### src/rtl/giw_pkg.sv
package giw_pkg;

  localparam int unsigned GIW_WORD_W = 64;

  // Level seen by a reader: the synchronised level with the per-bit inversion applied.
  function automatic logic [GIW_WORD_W-1:0] f_visible(
    input logic [GIW_WORD_W-1:0] lvl,
    input logic [GIW_WORD_W-1:0] inv
  );
    return lvl ^ inv;
  endfunction

  // Lines that may raise the interrupt: they differ from the snapshot, face inward and are not masked.
  function automatic logic [GIW_WORD_W-1:0] f_armed(
    input logic [GIW_WORD_W-1:0] lvl,
    input logic [GIW_WORD_W-1:0] snap,
    input logic [GIW_WORD_W-1:0] dir_in,
    input logic [GIW_WORD_W-1:0] mask
  );
    return (lvl ^ snap) & dir_in & ~mask;
  endfunction

endpackage

### src/rtl/giw_pin_sync.sv
module giw_pin_sync #(
  parameter int unsigned WIDTH = 8
) (
  input  logic             clk,
  input  logic             rst_n,
  input  logic [WIDTH-1:0] pin_i,
  output logic [WIDTH-1:0] lvl_o
);

  logic [WIDTH-1:0] stage1_q;
  logic [WIDTH-1:0] stage2_q;

  // The synchroniser keeps running during reset, so the snapshots can load settled levels.
  always_ff @(posedge clk) begin
    stage1_q <= pin_i;
    stage2_q <= stage1_q;
  end

  assign lvl_o = stage2_q;

  // two stages between the pin and the compared level
  a_r2_two_stage_delay: assert property (@(posedge clk) disable iff (!rst_n)
    lvl_o == $past(pin_i, 2));

endmodule

### src/rtl/giw_bank_track.sv
module giw_bank_track
  import giw_pkg::*;
#(
  parameter int unsigned BANK_W = 8
) (
  input  logic              clk,
  input  logic              rst_n,
  input  logic [BANK_W-1:0] lvl_i,
  input  logic [BANK_W-1:0] dir_in_i,
  input  logic [BANK_W-1:0] mask_i,
  input  logic [BANK_W-1:0] inv_i,
  input  logic              rd_i,
  output logic [BANK_W-1:0] data_o,
  output logic              armed_o
);

  logic [BANK_W-1:0]     snap_q;
  logic [GIW_WORD_W-1:0] vis_word;
  logic [GIW_WORD_W-1:0] armed_word;
  logic [BANK_W-1:0]     armed_bits;

  // Reset and a bank read both take the current synchronised levels as the new reference.
  always_ff @(posedge clk) begin
    if (!rst_n || rd_i) begin
      snap_q <= lvl_i;
    end
  end

  always_comb begin
    vis_word   = f_visible(GIW_WORD_W'(lvl_i), GIW_WORD_W'(inv_i));
    armed_word = f_armed(GIW_WORD_W'(lvl_i), GIW_WORD_W'(snap_q),
                         GIW_WORD_W'(dir_in_i), GIW_WORD_W'(mask_i));
    data_o     = vis_word[BANK_W-1:0];
    armed_bits = armed_word[BANK_W-1:0];
  end

  assign armed_o = |armed_bits;

  // a read strobe captures the level present at that edge
  a_r6_read_loads_snapshot: assert property (@(posedge clk) disable iff (!rst_n)
    rd_i |=> (snap_q == $past(lvl_i)));

  // without its own strobe a bank keeps its reference
  a_r7_snapshot_holds: assert property (@(posedge clk) disable iff (!rst_n)
    !rd_i |=> $stable(snap_q));

endmodule

### src/rtl/giw_irq_merge.sv
module giw_irq_merge #(
  parameter int unsigned NUM_BANKS = 5
) (
  input  logic                 clk,
  input  logic                 rst_n,
  input  logic [NUM_BANKS-1:0] bank_armed_i,
  output logic                 irq_n_o
);

  logic irq_n_q;

  // The output register stands in for the open-drain driver: 0 pulls low, 1 releases.
  always_ff @(posedge clk) begin
    if (!rst_n) begin
      irq_n_q <= 1'b1;
    end else begin
      irq_n_q <= ~|bank_armed_i;
    end
  end

  assign irq_n_o = irq_n_q;

  // any armed bank pulls the line low on the next edge
  a_r3_armed_pulls_low: assert property (@(posedge clk) disable iff (!rst_n)
    (|bank_armed_i) |=> !irq_n_o);

endmodule

### src/rtl/pin_watch_irq.sv
module pin_watch_irq #(
  parameter int unsigned NUM_BANKS = 5,
  parameter int unsigned BANK_W    = 8
) (
  input  logic                          clk,
  input  logic                          rst_n,
  input  logic [NUM_BANKS*BANK_W-1:0]   pin_i,
  input  logic [NUM_BANKS*BANK_W-1:0]   dir_in_i,
  input  logic [NUM_BANKS*BANK_W-1:0]   mask_i,
  input  logic [NUM_BANKS*BANK_W-1:0]   inv_i,
  input  logic [NUM_BANKS-1:0]          rd_bank_i,
  output logic [NUM_BANKS*BANK_W-1:0]   rd_data_o,
  output logic                          irq_n_o
);

  localparam int unsigned PINS = NUM_BANKS * BANK_W;

  logic [PINS-1:0]      lvl;
  logic [NUM_BANKS-1:0] bank_armed;

  giw_pin_sync #(.WIDTH(PINS)) u_sync (
    .clk   (clk),
    .rst_n (rst_n),
    .pin_i (pin_i),
    .lvl_o (lvl)
  );

  for (genvar b = 0; b < NUM_BANKS; b++) begin : g_bank
    giw_bank_track #(.BANK_W(BANK_W)) u_track (
      .clk      (clk),
      .rst_n    (rst_n),
      .lvl_i    (lvl[b*BANK_W +: BANK_W]),
      .dir_in_i (dir_in_i[b*BANK_W +: BANK_W]),
      .mask_i   (mask_i[b*BANK_W +: BANK_W]),
      .inv_i    (inv_i[b*BANK_W +: BANK_W]),
      .rd_i     (rd_bank_i[b]),
      .data_o   (rd_data_o[b*BANK_W +: BANK_W]),
      .armed_o  (bank_armed[b])
    );
  end

  giw_irq_merge #(.NUM_BANKS(NUM_BANKS)) u_irq (
    .clk          (clk),
    .rst_n        (rst_n),
    .bank_armed_i (bank_armed),
    .irq_n_o      (irq_n_o)
  );

  // with every line facing outward or masked, the interrupt stays released
  a_r4_silent_when_none_eligible: assert property (@(posedge clk) disable iff (!rst_n)
    ($past(dir_in_i & ~mask_i) == '0) |-> irq_n_o);

endmodule

### config.mk
export PLATFORM = sky130hd
export DESIGN_NAME = pin_watch_irq
export DESIGN_NICKNAME = d
export VERILOG_FILES = /design/src/rtl/giw_pkg.sv /design/src/rtl/giw_pin_sync.sv /design/src/rtl/giw_bank_track.sv /design/src/rtl/giw_irq_merge.sv /design/src/rtl/pin_watch_irq.sv
export SDC_FILE = /design/constraint.sdc
export NUM_CORES = 1
export LEC_CHECK = 0
export ABC_AREA = 1
export BUFFER_PORTS_ARGS = -buffer_cell sky130_fd_sc_hd__buf_2
export CAP_MARGIN = 20
export CORE_ASPECT_RATIO = 0.75
export CORE_UTILIZATION = 46
export DETAILED_ROUTE_END_ITERATION = 7
export HOLD_SLACK_MARGIN = 0.15
export PLACE_DENSITY_LB_ADDON = 0.1
export SETUP_SLACK_MARGIN = 0.1
export SLEW_MARGIN = 30
export SYNTH_ARGS = -nofsm -noshare
export SYNTH_HDL_FRONTEND = slang
export SYNTH_SLANG_ARGS = --single-unit
### constraint.sdc
create_clock -name clk -period 1.5 [get_ports clk]
set_clock_uncertainty 0.05 [all_clocks]
set_input_delay 0.15 -clock clk [delete_from_list [all_inputs] [get_ports clk]]
set_output_delay 0.15 -clock clk [all_outputs]
set_load 0.01 [all_outputs]
==> impl_metrics.ini <==
[yosys]
netlist_instances = 444
synth_edf_count = 40
netlist-cell-type-count = 12
synth_area_um2 = 4350
seq_area_frac_synth_pct = 64.9
ys_async_sr_fraction_pct = 0
synth_most_common_cell = nand2_1
syn_avg_cell_area_um2 = 9.80
syn_nets = 611
synth_area_leaders = dfxtp_1 37%, edfxtp_1 28%, xor2_1 9.7%, nand2_1 7.8%, inv_1 7.7%
synth_top_area_share_pct = 37.3
ys.warnings.count = 0
synthFlopType = dfxtp_1
synth_common_cells = 91 x nand2_1, 89 x inv_1, 81 x dfxtp_1, 60 x nor2_1, 48 x xor2_1
synth_top_cell_by_area = dfxtp_1
ys_ff_latch = 121

[power_and_ir_drop]
switching_share_pct = 22.3
power.density_nw_per_um2 = 1310
total_leakage_power_uw = 0.00346
switching_power_uw = 1910
internal_power_uw = 6670
ir_drop_v = 0.00105
combPwrFrac_pct = 9.4
seqPwrFrac_pct = 43.5
clock_power_share_pct = 47.1

[timing]
finalMaxSlewViolations = 0
setup_ws_ns = 0.170
tightest_slew_ns = 0.375
fin_crit_ns = 1.33
timing.fmax_mhz = 752
relSlewSlack_pct = 74.9
setup_viol = 0
hold_viol = 0
rsz0062_at_grt = no
tns_ns = 0
fin_crit_sh_pct = 88.7

[place]
dpl_worst_slack_ns = 0.255
io_buffers = 207
gp_congestion = 0.737
placed_cell_area_um2 = 5550
hpwl_um = 6720

[global_routing]
grt_pass1_wl_um = 14000
gr-total-overflow = 0
grt_start_max_net_pins = 17
grt_pass1_vias = 3252
grt_usage_pct = 18.9
antenna_found_initial = 0

[worst_hold_path]
hp-start = mask_i[31]
min_to = u_irq.irq_n_o
hold_depth = 7
hp-class = in -> reg

[worst_setup_path]
path_cells = xor2_1, buf_2
arrival_ns = 1.13
required_ns = 1.30
cp_max_fo = 4
startpoint_type = flip-flop
r2r-end = u_irq.irq_n_o
reg2reg_depth = 8
cp-end-kind = output port
r2r_start = u_sync.lvl_o[32]
cp_slowest_cell = dfxtp_1
crit_type = reg -> out
cp_slowest_stage_delay_ns = 0.38
rrSetupSlack_ns = 0.23

[clock_tree]
cts_htree_levels = 4
tritoncts = yes
clk_latency_ns = 0.40
clockRootBuffer = clkbuf_16
post_cts_buffers = 0
clock_sinks = 121
cts_buffers = 17
cts.clk_slew.worst_paths_ns = 0.05
cts_buffer_depth = 2

[layout]
layout-drive-gt1-share_pct = 33.6
stdcell_area_um2 = 6560
final_nets = 878
diodes = 0
final_core_util_pct = 72.0
syn_to_final_growth_pct = 50.8

[floorplanning]
core_area_um2 = 9120
die_h_um = 86.2
io_pins = 208
num_rows = 30
dieArea_um2 = 9860
die_w_um = 114
start_util_pct = 47.7

[detailed_routing]
post_drt_via_cell_ratio = 4.22
drtPass1Iterations = 6
postRouteAntennaNets = 0
vias = 3599
drt-total-wl_um = 9230
drc = 0
wl_per_cell_um = 10.8
drt_iter0_drc = 139

[job]
max-cap-violations = 0

[outcome]
status = complete, no violations
==> through the flow <==
step                power (µW)  hold slack (ns)  std cells
CTS                       8660            0.243        852
global route              8920            0.277        852
finish                    8580            0.225        852
global placement          4490            0.202        779
floorplan                 4110            0.128        444
detailed placement        4520            0.204        779
==> logic make-up (layout without fill, tap and decap cells) <==
group | Yosys count | count (layout) | share of synthesized area (%)
buffers and inverters | 89 | 369 | 7.68
xor gates and xnor gates | 48 | 48 | 9.66
AOI/OAI and AO/OA | 1 | 1 | 0.115
and+or+nand+nor | 185 | 185 | 17.7
DFF | 121 | 121 | 64.9
==> power by group through the flow <==
stage | clock network, µW | logic (µW) | registers, µW
2_1_floorplan | 0 | 352 | 3760
3_3_place_gp | 0 | 712 | 3780
3_5_place_dp | 0 | 730 | 3790
4_1_cts | 4110 | 819 | 3730
5_1_grt | 4260 | 905 | 3750
6_report | 4040 | 810 | 3730
==> cell type report <==
type                    count  area [µm²]
clock buffers              18         429
clock inverters            14         173
fillers                   710        2560
inverters                  89         334
multi-input cells         234        1190
flip-flops and latches    121        2830
well taps                 128         160
repair buffers            248        1450
==> cell usage in the layout (no fill, tap or decap), types with 4 or more instances in the layout <==
| master | Yosys | final |
|---|---|---|
| nand2_1 | 91 | 91 |
| clkinv_4 | 0 | 4 |
| nor2_1 | 60 | 60 |
| nand3_1 | 21 | 21 |
| dlygate4sd3_1 | 0 | 41 |
| dfxtp_1 | 81 | 78 |
| buf_2 | 0 | 207 |
| nand3b_1 | 10 | 10 |
| xor2_1 | 48 | 48 |
| inv_1 | 89 | 89 |
| edfxtp_1 | 40 | 40 |
| clkbuf_16 | 0 | 17 |
==> state kept, by name, indices dropped and copies added, names as in the netlist <==
register               count
g_bank.u_track.snap_q     40
u_sync.lvl_o              40
u_sync.stage1_q           40
u_irq.irq_n_o              1
==> timing repair <==
| item | 4_1_cts | 5_1_grt |
|---|---|---|
| setup endpoints to repair | 0 | 3 |
| gates resized for setup | 0 | 3 |
| endpoints found under the hold margin | 41 | 0 |
| hold buffers | 41 | 0 |
==> critical path: cells and delay by family (launching register included) <==
kind,cells,cell delay (ns)
buffers and inverters,1,0.16
xor gates and xnor gates,1,0.20
DFF,1,0.38
==> layer usage <==
layer	GRT usage, %	up-vias	wire length (µm)
met2	32.3	134	4540
met5	0	-	0
met3	6.92	16	546
li1	-	1873	-
met1	21.8	1576	4010
met4	7.32	0	136
==> worst max path at each step <==
stage | start | endpoint | slack, ns | cells past startpoint
after global routing | u_sync.lvl_o[5] | u_irq.irq_n_o | 0.10 | 10
after floorplan | g_bank[3].u_track.snap_q[6] | u_irq.irq_n_o | 0.48 | 8
final | u_sync.lvl_o[36] | rd_data_o[36] | 0.17 | 2
after CTS | u_sync.lvl_o[23] | rd_data_o[23] | 0.15 | 2
after global placement | u_sync.lvl_o[5] | u_irq.irq_n_o | 0.27 | 10
after detailed placement | g_bank[4].u_track.snap_q[5] | u_irq.irq_n_o | 0.25 | 9
Power figures use the tool's default switching activity.
